### src/rtl/aux_frm_pkg.sv
package aux_frm_pkg;
  localparam int ADDR_W  = 20;
  localparam int HDR_MAX = 4;
  localparam logic [1:0] OP_WRITE = 2'b00;
  localparam logic [1:0] OP_READ  = 2'b01;
  localparam logic [1:0] OP_WSU   = 2'b10;
  localparam logic [3:0] CODE_ACK = 4'h0;
endpackage

### src/rtl/aux_cmd_encode.sv
module aux_cmd_encode
  import aux_frm_pkg::*;
(
  input  logic       i2c_i,
  input  logic       write_i,
  input  logic       wsu_i,
  input  logic       mot_i,
  output logic [3:0] cmd_o,
  output logic       carries_data_o
);
  always_comb begin
    cmd_o          = 4'b0000;
    carries_data_o = 1'b0;
    if (i2c_i) begin
      if (wsu_i) begin
        cmd_o = {1'b0, mot_i, OP_WSU};
      end else if (write_i) begin
        cmd_o          = {1'b0, mot_i, OP_WRITE};
        carries_data_o = 1'b1;
      end else begin
        cmd_o = {1'b0, mot_i, OP_READ};
      end
    end else begin
      if (write_i) begin
        cmd_o          = {2'b10, OP_WRITE};
        carries_data_o = 1'b1;
      end else begin
        cmd_o = {2'b10, OP_READ};
      end
    end
  end
endmodule

### src/rtl/aux_req_builder.sv
module aux_req_builder
  import aux_frm_pkg::*;
#(
  parameter  int MAX_LEN = 16,
  localparam int LW      = $clog2(MAX_LEN + 1),
  localparam int BUFN    = HDR_MAX + MAX_LEN,
  localparam int CW      = $clog2(BUFN + 1)
) (
  input  logic                 clk,
  input  logic                 rst,
  input  logic [3:0]           cmd_i,
  input  logic                 carries_data_i,
  input  logic [ADDR_W-1:0]    addr_i,
  input  logic [LW-1:0]        len_i,
  input  logic [8*MAX_LEN-1:0] data_i,
  input  logic                 req_valid_i,
  output logic                 req_ready_o,
  output logic                 tx_valid_o,
  input  logic                 tx_ready_i,
  output logic [7:0]           tx_byte_o,
  output logic                 tx_last_o,
  output logic [CW-1:0]        tx_count_o
);
  logic [7:0]    msg_q [BUFN];
  logic [CW-1:0] idx_q;
  logic [CW-1:0] cnt_n;
  logic [CW-1:0] idx_nx;
  logic          accept;
  logic          advance;

  assign accept  = req_valid_i && req_ready_o;
  assign advance = tx_valid_o && tx_ready_i;
  assign idx_nx  = idx_q + CW'(1);

  always_comb begin
    cnt_n = (len_i != '0) ? CW'(4) : CW'(3);
    if (carries_data_i) cnt_n = cnt_n + CW'(len_i);
  end

  // message buffer, no reset so it maps onto plain storage
  always_ff @(posedge clk) begin
    if (accept) begin
      msg_q[0] <= {cmd_i, addr_i[19:16]};
      msg_q[1] <= addr_i[15:8];
      msg_q[2] <= addr_i[7:0];
      msg_q[3] <= 8'(len_i) - 8'd1;
      for (int k = 0; k < MAX_LEN; k++) begin
        msg_q[HDR_MAX + k] <= data_i[8*k +: 8];
      end
    end
  end

  always_ff @(posedge clk) begin
    if (rst) begin
      req_ready_o <= 1'b1;
      tx_valid_o  <= 1'b0;
      tx_byte_o   <= 8'h00;
      tx_last_o   <= 1'b0;
      tx_count_o  <= '0;
      idx_q       <= '0;
    end else if (accept) begin
      req_ready_o <= 1'b0;
      tx_valid_o  <= 1'b1;
      tx_byte_o   <= {cmd_i, addr_i[19:16]};
      tx_last_o   <= 1'b0;
      tx_count_o  <= cnt_n;
      idx_q       <= '0;
    end else if (advance) begin
      if (tx_last_o) begin
        tx_valid_o  <= 1'b0;
        tx_last_o   <= 1'b0;
        req_ready_o <= 1'b1;
      end else begin
        idx_q     <= idx_nx;
        tx_byte_o <= msg_q[idx_nx];
        tx_last_o <= (idx_nx + CW'(1)) == tx_count_o;
      end
    end
  end
endmodule

### src/rtl/aux_rep_parser.sv
module aux_rep_parser
  import aux_frm_pkg::*;
#(
  parameter  int MAX_LEN = 16,
  localparam int LW      = $clog2(MAX_LEN + 1),
  localparam int AW      = $clog2(MAX_LEN),
  localparam int RCW     = $clog2(MAX_LEN + 2) + 1
) (
  input  logic                 clk,
  input  logic                 rst,
  input  logic                 rx_valid_i,
  input  logic [7:0]           rx_byte_i,
  input  logic                 rx_end_i,
  input  logic                 rx_hpd_lost_i,
  input  logic [LW-1:0]        size_i,
  output logic                 done_o,
  output logic [3:0]           code_o,
  output logic [LW-1:0]        count_o,
  output logic [8*MAX_LEN-1:0] data_o,
  output logic                 err_invalid_o,
  output logic                 err_overflow_o,
  output logic                 err_hpd_o
);
  logic [7:0]     rbuf_q [MAX_LEN];
  logic [RCW-1:0] nb_q;
  logic [3:0]     code_q;
  logic           hpd_q;
  logic [RCW-1:0] dcnt;
  logic           is_ack;
  logic           hpd_now;
  logic           empty;
  logic           ovf;
  logic           data_ok;
  logic [LW-1:0]  clamped;
  logic           take_byte;

  assign take_byte = rx_valid_i && !rx_end_i;
  assign dcnt      = nb_q - RCW'(1);
  assign is_ack    = (code_q == CODE_ACK);
  assign hpd_now   = hpd_q || rx_hpd_lost_i;
  assign empty     = (nb_q == '0);
  assign ovf       = is_ack && (dcnt > RCW'(size_i));
  assign data_ok   = !hpd_now && !empty && is_ack && !ovf;
  assign clamped   = (dcnt > RCW'(MAX_LEN)) ? LW'(MAX_LEN) : LW'(dcnt);

  always_ff @(posedge clk) begin
    if (take_byte && !empty && (dcnt < RCW'(MAX_LEN))) begin
      rbuf_q[dcnt[AW-1:0]] <= rx_byte_i;
    end
  end

  always_ff @(posedge clk) begin
    if (rst) begin
      nb_q           <= '0;
      code_q         <= 4'h0;
      hpd_q          <= 1'b0;
      done_o         <= 1'b0;
      code_o         <= 4'h0;
      count_o        <= '0;
      data_o         <= '0;
      err_invalid_o  <= 1'b0;
      err_overflow_o <= 1'b0;
      err_hpd_o      <= 1'b0;
    end else if (rx_end_i) begin
      done_o         <= 1'b1;
      nb_q           <= '0;
      hpd_q          <= 1'b0;
      code_o         <= 4'h0;
      count_o        <= '0;
      err_invalid_o  <= 1'b0;
      err_overflow_o <= 1'b0;
      err_hpd_o      <= 1'b0;
      if (hpd_now) begin
        err_hpd_o <= 1'b1;
      end else if (empty) begin
        err_invalid_o <= 1'b1;
      end else begin
        code_o <= code_q;
        if (ovf)         err_overflow_o <= 1'b1;
        else if (is_ack) count_o <= LW'(dcnt);
        else             count_o <= clamped;
      end
      for (int k = 0; k < MAX_LEN; k++) begin
        data_o[8*k +: 8] <= (data_ok && (RCW'(k) < dcnt)) ? rbuf_q[k] : 8'h00;
      end
    end else begin
      done_o <= 1'b0;
      hpd_q  <= hpd_now;
      if (take_byte) begin
        if (empty) code_q <= rx_byte_i[7:4];
        if (nb_q != {RCW{1'b1}}) nb_q <= nb_q + RCW'(1);
      end
    end
  end
endmodule

### src/rtl/aux_msg_framer.sv
module aux_msg_framer
  import aux_frm_pkg::*;
#(
  parameter  int MAX_LEN = 16,
  localparam int LW      = $clog2(MAX_LEN + 1),
  localparam int CW      = $clog2(HDR_MAX + MAX_LEN + 1)
) (
  input  logic                 clk,
  input  logic                 rst,
  input  logic                 req_valid,
  output logic                 req_ready,
  input  logic                 req_i2c,
  input  logic                 req_write,
  input  logic                 req_wsu,
  input  logic                 req_mot,
  input  logic [ADDR_W-1:0]    req_addr,
  input  logic [LW-1:0]        req_len,
  input  logic [8*MAX_LEN-1:0] req_data,
  output logic                 tx_valid,
  input  logic                 tx_ready,
  output logic [7:0]           tx_byte,
  output logic                 tx_last,
  output logic [CW-1:0]        tx_count,
  input  logic                 rx_valid,
  input  logic [7:0]           rx_byte,
  input  logic                 rx_end,
  input  logic                 rx_hpd_lost,
  input  logic [LW-1:0]        rep_size,
  output logic                 rep_done,
  output logic [3:0]           rep_code,
  output logic [LW-1:0]        rep_count,
  output logic [8*MAX_LEN-1:0] rep_data,
  output logic                 err_invalid,
  output logic                 err_overflow,
  output logic                 err_hpd
);
  logic [3:0] cmd;
  logic       carries_data;

  aux_cmd_encode enc_i (
    .i2c_i          (req_i2c),
    .write_i        (req_write),
    .wsu_i          (req_wsu),
    .mot_i          (req_mot),
    .cmd_o          (cmd),
    .carries_data_o (carries_data)
  );

  aux_req_builder #(.MAX_LEN(MAX_LEN)) bld_i (
    .clk            (clk),
    .rst            (rst),
    .cmd_i          (cmd),
    .carries_data_i (carries_data),
    .addr_i         (req_addr),
    .len_i          (req_len),
    .data_i         (req_data),
    .req_valid_i    (req_valid),
    .req_ready_o    (req_ready),
    .tx_valid_o     (tx_valid),
    .tx_ready_i     (tx_ready),
    .tx_byte_o      (tx_byte),
    .tx_last_o      (tx_last),
    .tx_count_o     (tx_count)
  );

  aux_rep_parser #(.MAX_LEN(MAX_LEN)) prs_i (
    .clk            (clk),
    .rst            (rst),
    .rx_valid_i     (rx_valid),
    .rx_byte_i      (rx_byte),
    .rx_end_i       (rx_end),
    .rx_hpd_lost_i  (rx_hpd_lost),
    .size_i         (rep_size),
    .done_o         (rep_done),
    .code_o         (rep_code),
    .count_o        (rep_count),
    .data_o         (rep_data),
    .err_invalid_o  (err_invalid),
    .err_overflow_o (err_overflow),
    .err_hpd_o      (err_hpd)
  );
endmodule

### config.mk
export PLATFORM = sky130hd
export DESIGN_NAME = aux_msg_framer
export DESIGN_NICKNAME = d
export VERILOG_FILES = /design/src/rtl/aux_frm_pkg.sv /design/src/rtl/aux_cmd_encode.sv /design/src/rtl/aux_req_builder.sv /design/src/rtl/aux_rep_parser.sv /design/src/rtl/aux_msg_framer.sv
export SDC_FILE = /design/constraint.sdc
export NUM_CORES = 1
export LEC_CHECK = 0
export CORE_MARGIN = 10
export CORE_UTILIZATION = 30
export DETAILED_ROUTE_END_ITERATION = 6
export DONT_BUFFER_PORTS = 1
export SYNTH_ARGS = -nofsm -noshare
export SYNTH_HDL_FRONTEND = slang
export SYNTH_SLANG_ARGS = --single-unit
### constraint.sdc
create_clock -name clk -period 6.86 [get_ports clk]
set_clock_uncertainty 0.05 [all_clocks]
set_input_delay 0.343 -clock clk [delete_from_list [all_inputs] [get_ports clk]]
set_output_delay 0.343 -clock clk [all_outputs]
set_load 0.005 [all_outputs]
==> results of run 1 <==
## stage by stage
stage / utilization / total power [mW]
2_1_floorplan: - / 3.268
3_3_place_gp: 0.3160 / 3.317
3_5_place_dp: 0.3160 / 3.323
4_1_cts: 0.3766 / 6.120
5_1_grt: 0.3766 / 6.272
6_report: 0.3767 / 6.065
## worst max path at each step
| stage | startpoint | endpoint | slack [ns] | cells past startpoint |
|---|---|---|---|---|
| final | prs_i.nb_q[0] | prs_i.data_o[114] | 1.98 | 11 |
| after global routing | prs_i.nb_q[0] | prs_i.data_o[92] | 1.65 | 11 |
| after CTS | prs_i.nb_q[0] | prs_i.data_o[114] | 2.07 | 11 |
| after floorplan | bld_i.req_ready_o | bld_i.msg_q[0][0] | 0.90 | 4 |
| after detailed placement | prs_i.nb_q[0] | prs_i.data_o[114] | 2.10 | 11 |
| after global placement | prs_i.nb_q[0] | prs_i.data_o[105] | 2.30 | 11 |
## metal layers
| layer | track usage | part of all wire | vias up |
|---|---|---|---|
| met3 | 0.05793 | 0.11 | 63 |
| met2 | 0.2395 | 0.49 | 474 |
| met4 | 0.04329 | 0.023 | 0 |
| met5 | 0 | 0 | - |
| li1 | - | - | 4647 |
| met1 | 0.1638 | 0.38 | 5189 |
## registers in the layout, indices dropped and copies added, names as in the netlist, 4 cells and up
| signal | count |
|---|---|
| prs_i.code_o | 4 |
| bld_i.tx_count_o | 5 |
| prs_i.nb_q | 6 |
| prs_i.count_o | 5 |
| bld_i.idx_q | 5 |
| prs_i.rbuf_q | 128 |
| bld_i.tx_byte_o | 8 |
| prs_i.data_o | 128 |
| prs_i.code_q | 4 |
| bld_i.msg_q | 158 |
## cells in the final DEF, fill, tap and decap left out, types with 29 or more instances in the layout
cell type        n
clkbuf_16       49
edfxtp_1       286
nand2_1         65
a32o_1          90
mux4_2          43
a22o_1          29
nor3_1          35
nor2_1          49
dlygate4sd3_1  168
dfxtp_1        172
## kinds of logic (layout without fill, tap and decap cells)
group,count (synthesis),after routing,synth area share
multiplexers,59,59,0.06643
AO/OA/AOI/OAI,222,222,0.1131
other,0,3,0
adder cells (fa/ha/maj),17,17,0.01296
buffers and inverters,82,295,0.02106
AND/OR/NAND/NOR,217,217,0.06297
XOR/XNOR,25,25,0.01414
flip-flops,459,459,0.7094
## worst reg2reg max path: cells and delay by family (launching register included)
family / cells / cell delay [ns]
flip-flops: 1 / 0.70
XOR/XNOR: 1 / 0.34
buffers and inverters: 3 / 1.04
AO/OA/AOI/OAI: 5 / 1.92
adder cells (fa/ha/maj): 2 / 0.78
## area by class of cell
| cell class | instances | area (µm²) | area share |
|---|---|---|---|
| Clock buffer | 61 | 1291 | 0.06090 |
| Clock inverter | 29 | 356.6 | 0.01682 |
| Tap cell | 756 | 945.9 | 0.04461 |
| Inverter | 19 | 76.32 | 0.003600 |
| Timing Repair Buffer | 186 | 1867 | 0.08805 |
| Multi-Input combinational cell | 540 | 4604 | 0.2172 |
| Antenna cell | 3 | 7.507 | 0.0003541 |
| Sequential cell | 459 | 12050 | 0.5685 |
## power breakdown
part / internal [mW] / switching [mW]
Clock: 1.58 / 1.11
Combinational: 0.150 / 0.177
Sequential: 3.01 / 0.0355
## what timing repair did
action | CTS | global route
hold endpoints to repair | 312 | 0
hold buffers | 172 | 0
resized for setup | 0 | 0
==> run metrics, run 1 <==
leakage power=7.056 nW; slowest stage delay, CP=0.81 ns; Die H=258.0 µm; most frequent cells after synthesis=286 x edfxtp_1, 173 x dfxtp_1, 90 x a32o_1, 65 x nand2_1, 50 x nor2_1; Register-to-Register Path Depth=11; crit path DAT=5.36 ns; die area=roughly 67000 µm²; starting density of the core=0.3019; GR Overflow Total=0; worst reg2reg endpoint=prs_i.data_o[114]; vias in the first global route=~11000; CP startpoint kind=flop; peak supply drop=0.0002282 V; core area=between 50000 and 60000 µm²; Crit Path Category=reg -> reg; Setup violations, final=0; Finished Layout Cells=2053; PD cells=between 200 and 300 nW/µm²; htree depth=2; Clock transition at path regs=about 0.06 ns; Worst R2R Setup Slack=1.98 ns; Seq cells post-synth=459; Worst Hold Launch=req_i2c; Crit Reg-Reg Startpoint=prs_i.nb_q[0]; buffers and inverters on the worst path=3; row cnt=87; sequential area share after synthesis=0.7094; synth top area cells=edfxtp_1 51%, dfxtp_1 20%, mux4_2 5.7%, a32o_1 5.3%, a22o_1 1.5%; die width=258.0 µm; Rel. slew slack=0.1430; Routability Congestion=about 0.85; main flop type after synthesis=edfxtp_1; Setup WS post-layout=1.977 ns; Fmax=0.2048 GHz; Setup TNS Final=0 ns; dpl hpwl=32310 µm; detailed-route DRC error count=0; Synth top area share=0.5055; Ys Warns=0; worst path cell trace=inv_1 > ha_1 > xnor2_1 > inv_1 > ha_1 > a21oi_1 > a32oi_1 > a211o_2 > a21oi_4 > buf_4 > a32o_1; Finished Cell Area=21200 µm²; CTS Sinks=459; Synth area leader=edfxtp_1; Root Buffer Master=clkbuf_16; initial antenna violation count=4; Period Utilization, post-route=0.7117; Max clock buf depth=3; worst-path fanout max=56; first-pass GRT wire length=approximately 72000 µm; DRT Pass-1 Iters=5; TritonCTS clock tree=done; family with the most delay on the worst path=compound AO/OA/AOI/OAI gates; library cells used by synthesis=68; Fillers=5183; fin. max-slew vios=0; Hold Vio Cnt, Final=0; Final nets=1448; synthesized area=16990 µm²; WHS=0.02958 ns; PortBufs=0; Worst Hold Path Cells=1; Syn Inst Count=1081; Num CTS Buffers=48; via count=10370; routed wire length=48860 µm; vias per cell=5.053; Tightest Pin Transition=1.276 ns; worst hold path class=in -> reg; Ports=~330; GR Util All Layers=0.1424; antenna viol nets, final=0; max-cap viol count=0; Post-Place Cells=1788; CP max-delay cell=a21oi_4; later-pin clock latency in the skew report=0.60 ns; Period minus WS final=just under 5 ns; syn avg cell area=15.72 µm²; P&R area growth vs syn=24.80%; WP data required=7.33 ns; Worst Hold End=bld_i.msg_q[0][5]; RSZ-0062 raised after global routing=no; setup bufs post-CTS=0; DP Worst Slack=around 2.1 ns; share of cells above drive strength 1=0.1244; Post-synth EDFFs=286; most frequent cell after synthesis=edfxtp_1; fraction of registers with async set/reset=0; syn_nets=between 1000 and 1500; status=finished clean; Placed Area=17780 µm²; Crit. End Element=flop; largest net degree at the start of global routing=114; Iter 0 DRT Violations=742; wire per inst=23.80 µm
Power figures use the tool's default switching activity.
==> inputs of run 2 (changes only) <==
- clock period: 6.86 -> 4.34 ns (I/O delays scaled with it)
==> run metrics, run 2 (synthesis results as in run 1) <==
Rel. slew slack=0.1522 (+0.009142); Fillers=5188 (+0.096%); largest net degree at the start of global routing=137 (+20%); antenna viol nets, final=0 (unchanged); vias in the first global route=11030 (+1.1%); share of cells above drive strength 1=0.1344 (+0.01002); Period minus WS final=3.904 ns (-0.9785 ns); Crit Reg-Reg Startpoint=prs_i.nb_q[1]; die width=258.0 µm (unchanged); first-pass GRT wire length=72820 µm (+0.71%); GR Overflow Total=0 (unchanged); register with the most flip-flops=bld_i.msg_q; Hold Vio Cnt, Final=0 (unchanged); Post-CTS Resized=0 (unchanged); Post-CTS Hold Fix Bufs=187 (+8.7%); Crit. End Element=flop; die area=66550 µm² (unchanged); worst hold path class=in -> reg; DRT Pass-1 Iters=5 (unchanged); routed wire length=49340 µm (+0.98%); Worst Hold Launch=req_len[1]; CTS Sinks=459 (unchanged); RSZ-0062 raised after global routing=no; global routing usage on met1=0.1670 (+0.003192); via count=10550 (+1.7%); P&R area growth vs syn=26.15%; Routability Congestion=0.8452 (-0.83%); Ports=334 (unchanged); launch point of the worst path=prs_i.nb_q[1]; dpl hpwl=32100 µm (-0.66%); detailed-route DRC error count=0 (unchanged); Num CTS Buffers=49 (+2.1%); PortBufs=0 (unchanged); total power=9.470 mW (+56%); Post-Place Cells=1801 (+0.73%); DP Worst Slack=0.5355 ns (-1.564 ns); later-pin clock latency in the skew report=0.60 ns (about the same); Fmax=0.2561 GHz (+25%); Finished Layout Cells=2083 (+1.5%); crit path DAT=4.29 ns (-1.07 ns); Clock transition at path regs=0.07 ns (about the same); routing usage on met2=0.2384 (-0.001102); WHS=0.03607 ns (+0.006481 ns); htree depth=2 (unchanged); peak supply drop=0.0003322 V (+46%); PD cells=441.9 nW/µm² (+54%); row cnt=87 (unchanged); Final nets=1477 (+2.0%); Largest register FFs=158 (unchanged); status=finished clean; vias per cell=5.065 (+0.24%); core area=56280 µm² (unchanged); CP startpoint kind=flop; fin. max-slew vios=0 (unchanged); commonest non-fill, non-tap cell in the layout=edfxtp_1; Crit Path Category=reg -> reg; setup bufs post-CTS=0 (unchanged); Setup WS post-layout=0.4360 ns (-1.541 ns); Root Buffer Master=clkbuf_16; starting density of the core=0.3019 (unchanged); TritonCTS clock tree=done; initial antenna violation count=6 (+2); most frequent cells in the layout=286 x edfxtp_1, 183 x dlygate4sd3_1, 172 x dfxtp_1; WP data required=4.73 ns (-2.60 ns); Period Utilization, post-route=0.8995 (+0.1878); GR peak layer=met2; M3 GR Usage=0.05588 (-0.002048); max-cap viol count=0 (unchanged); worst-path fanout max=17 (-70%); GR Util All Layers=0.1427 (+0.0002492); leakage power=7.181 nW (+1.8%); Iter 0 DRT Violations=846 (+14%); Setup violations, final=0 (unchanged); Max clock buf depth=3 (unchanged); Tightest Pin Transition=1.262 ns (-0.01361 ns); Setup TNS Final=0 ns (unchanged); Die H=258.0 µm (unchanged); wire per inst=23.69 µm (-0.48%)
## run 2: power breakdown
group          switching (mW)  internal, mW
logic                   0.289         0.252
clock network            1.80          2.31
registers              0.0553          4.76
## run 2: worst paths after layout
kind / slack, ns / depth (start not counted) / end
worst min register to register: 0.40 / 1 / prs_i.data_o[42]
worst min-delay path: 0.04 / 3 / bld_i.msg_q[3][1]
worst max-delay path: 0.44 / 10 / prs_i.data_o[79]
worst max register to register: 0.44 / 10 / prs_i.data_o[79]
## run 2: final cells by class
type / count / area [µm²] / area share
Clock buffer: 60 / 1319 / 0.06154
Antenna cell: 3 / 7.507 / 0.0003503
Timing Repair Buffer: 214 / 2152 / 0.1004
Sequential cell: 459 / 12050 / 0.5624
Inverter: 19 / 76.32 / 0.003561
Tap cell: 756 / 945.9 / 0.04414
Multi-Input combinational cell: 540 / 4604 / 0.2149
Clock inverter: 32 / 272.8 / 0.01273
## run 2: metrics by stage
| step | utilization | instance area (µm²) |
|---|---|---|
| 6_report | 0.3808 | 21430 |
| 3_3_place_gp | 0.3184 | 17920 |
| 3_5_place_dp | 0.3184 | 17920 |
| 4_1_cts | 0.3807 | 21420 |
| 5_1_grt | 0.3808 | 21430 |
| 2_1_floorplan | - | 16990 |
## run 2: layer usage
layer / vias to the layer above / routed length [µm]
met4: 0 / 1234
li1: 4717 / -
met3: 87 / 5278
met2: 529 / 23920
met5: - / 0
met1: 5217 / 18910
## run 2: worst max-delay path, cell delays in order, from the launching register on
cell	delay, ns
dfxtp_1	0.66
inv_1	0.19
ha_1	0.40
xnor2_1	0.30
inv_1	0.14
ha_1	0.34
nand3b_1	0.11
a32oi_1	0.31
a211oi_1	0.14
nor2_1	0.87
o31ai_1	0.20
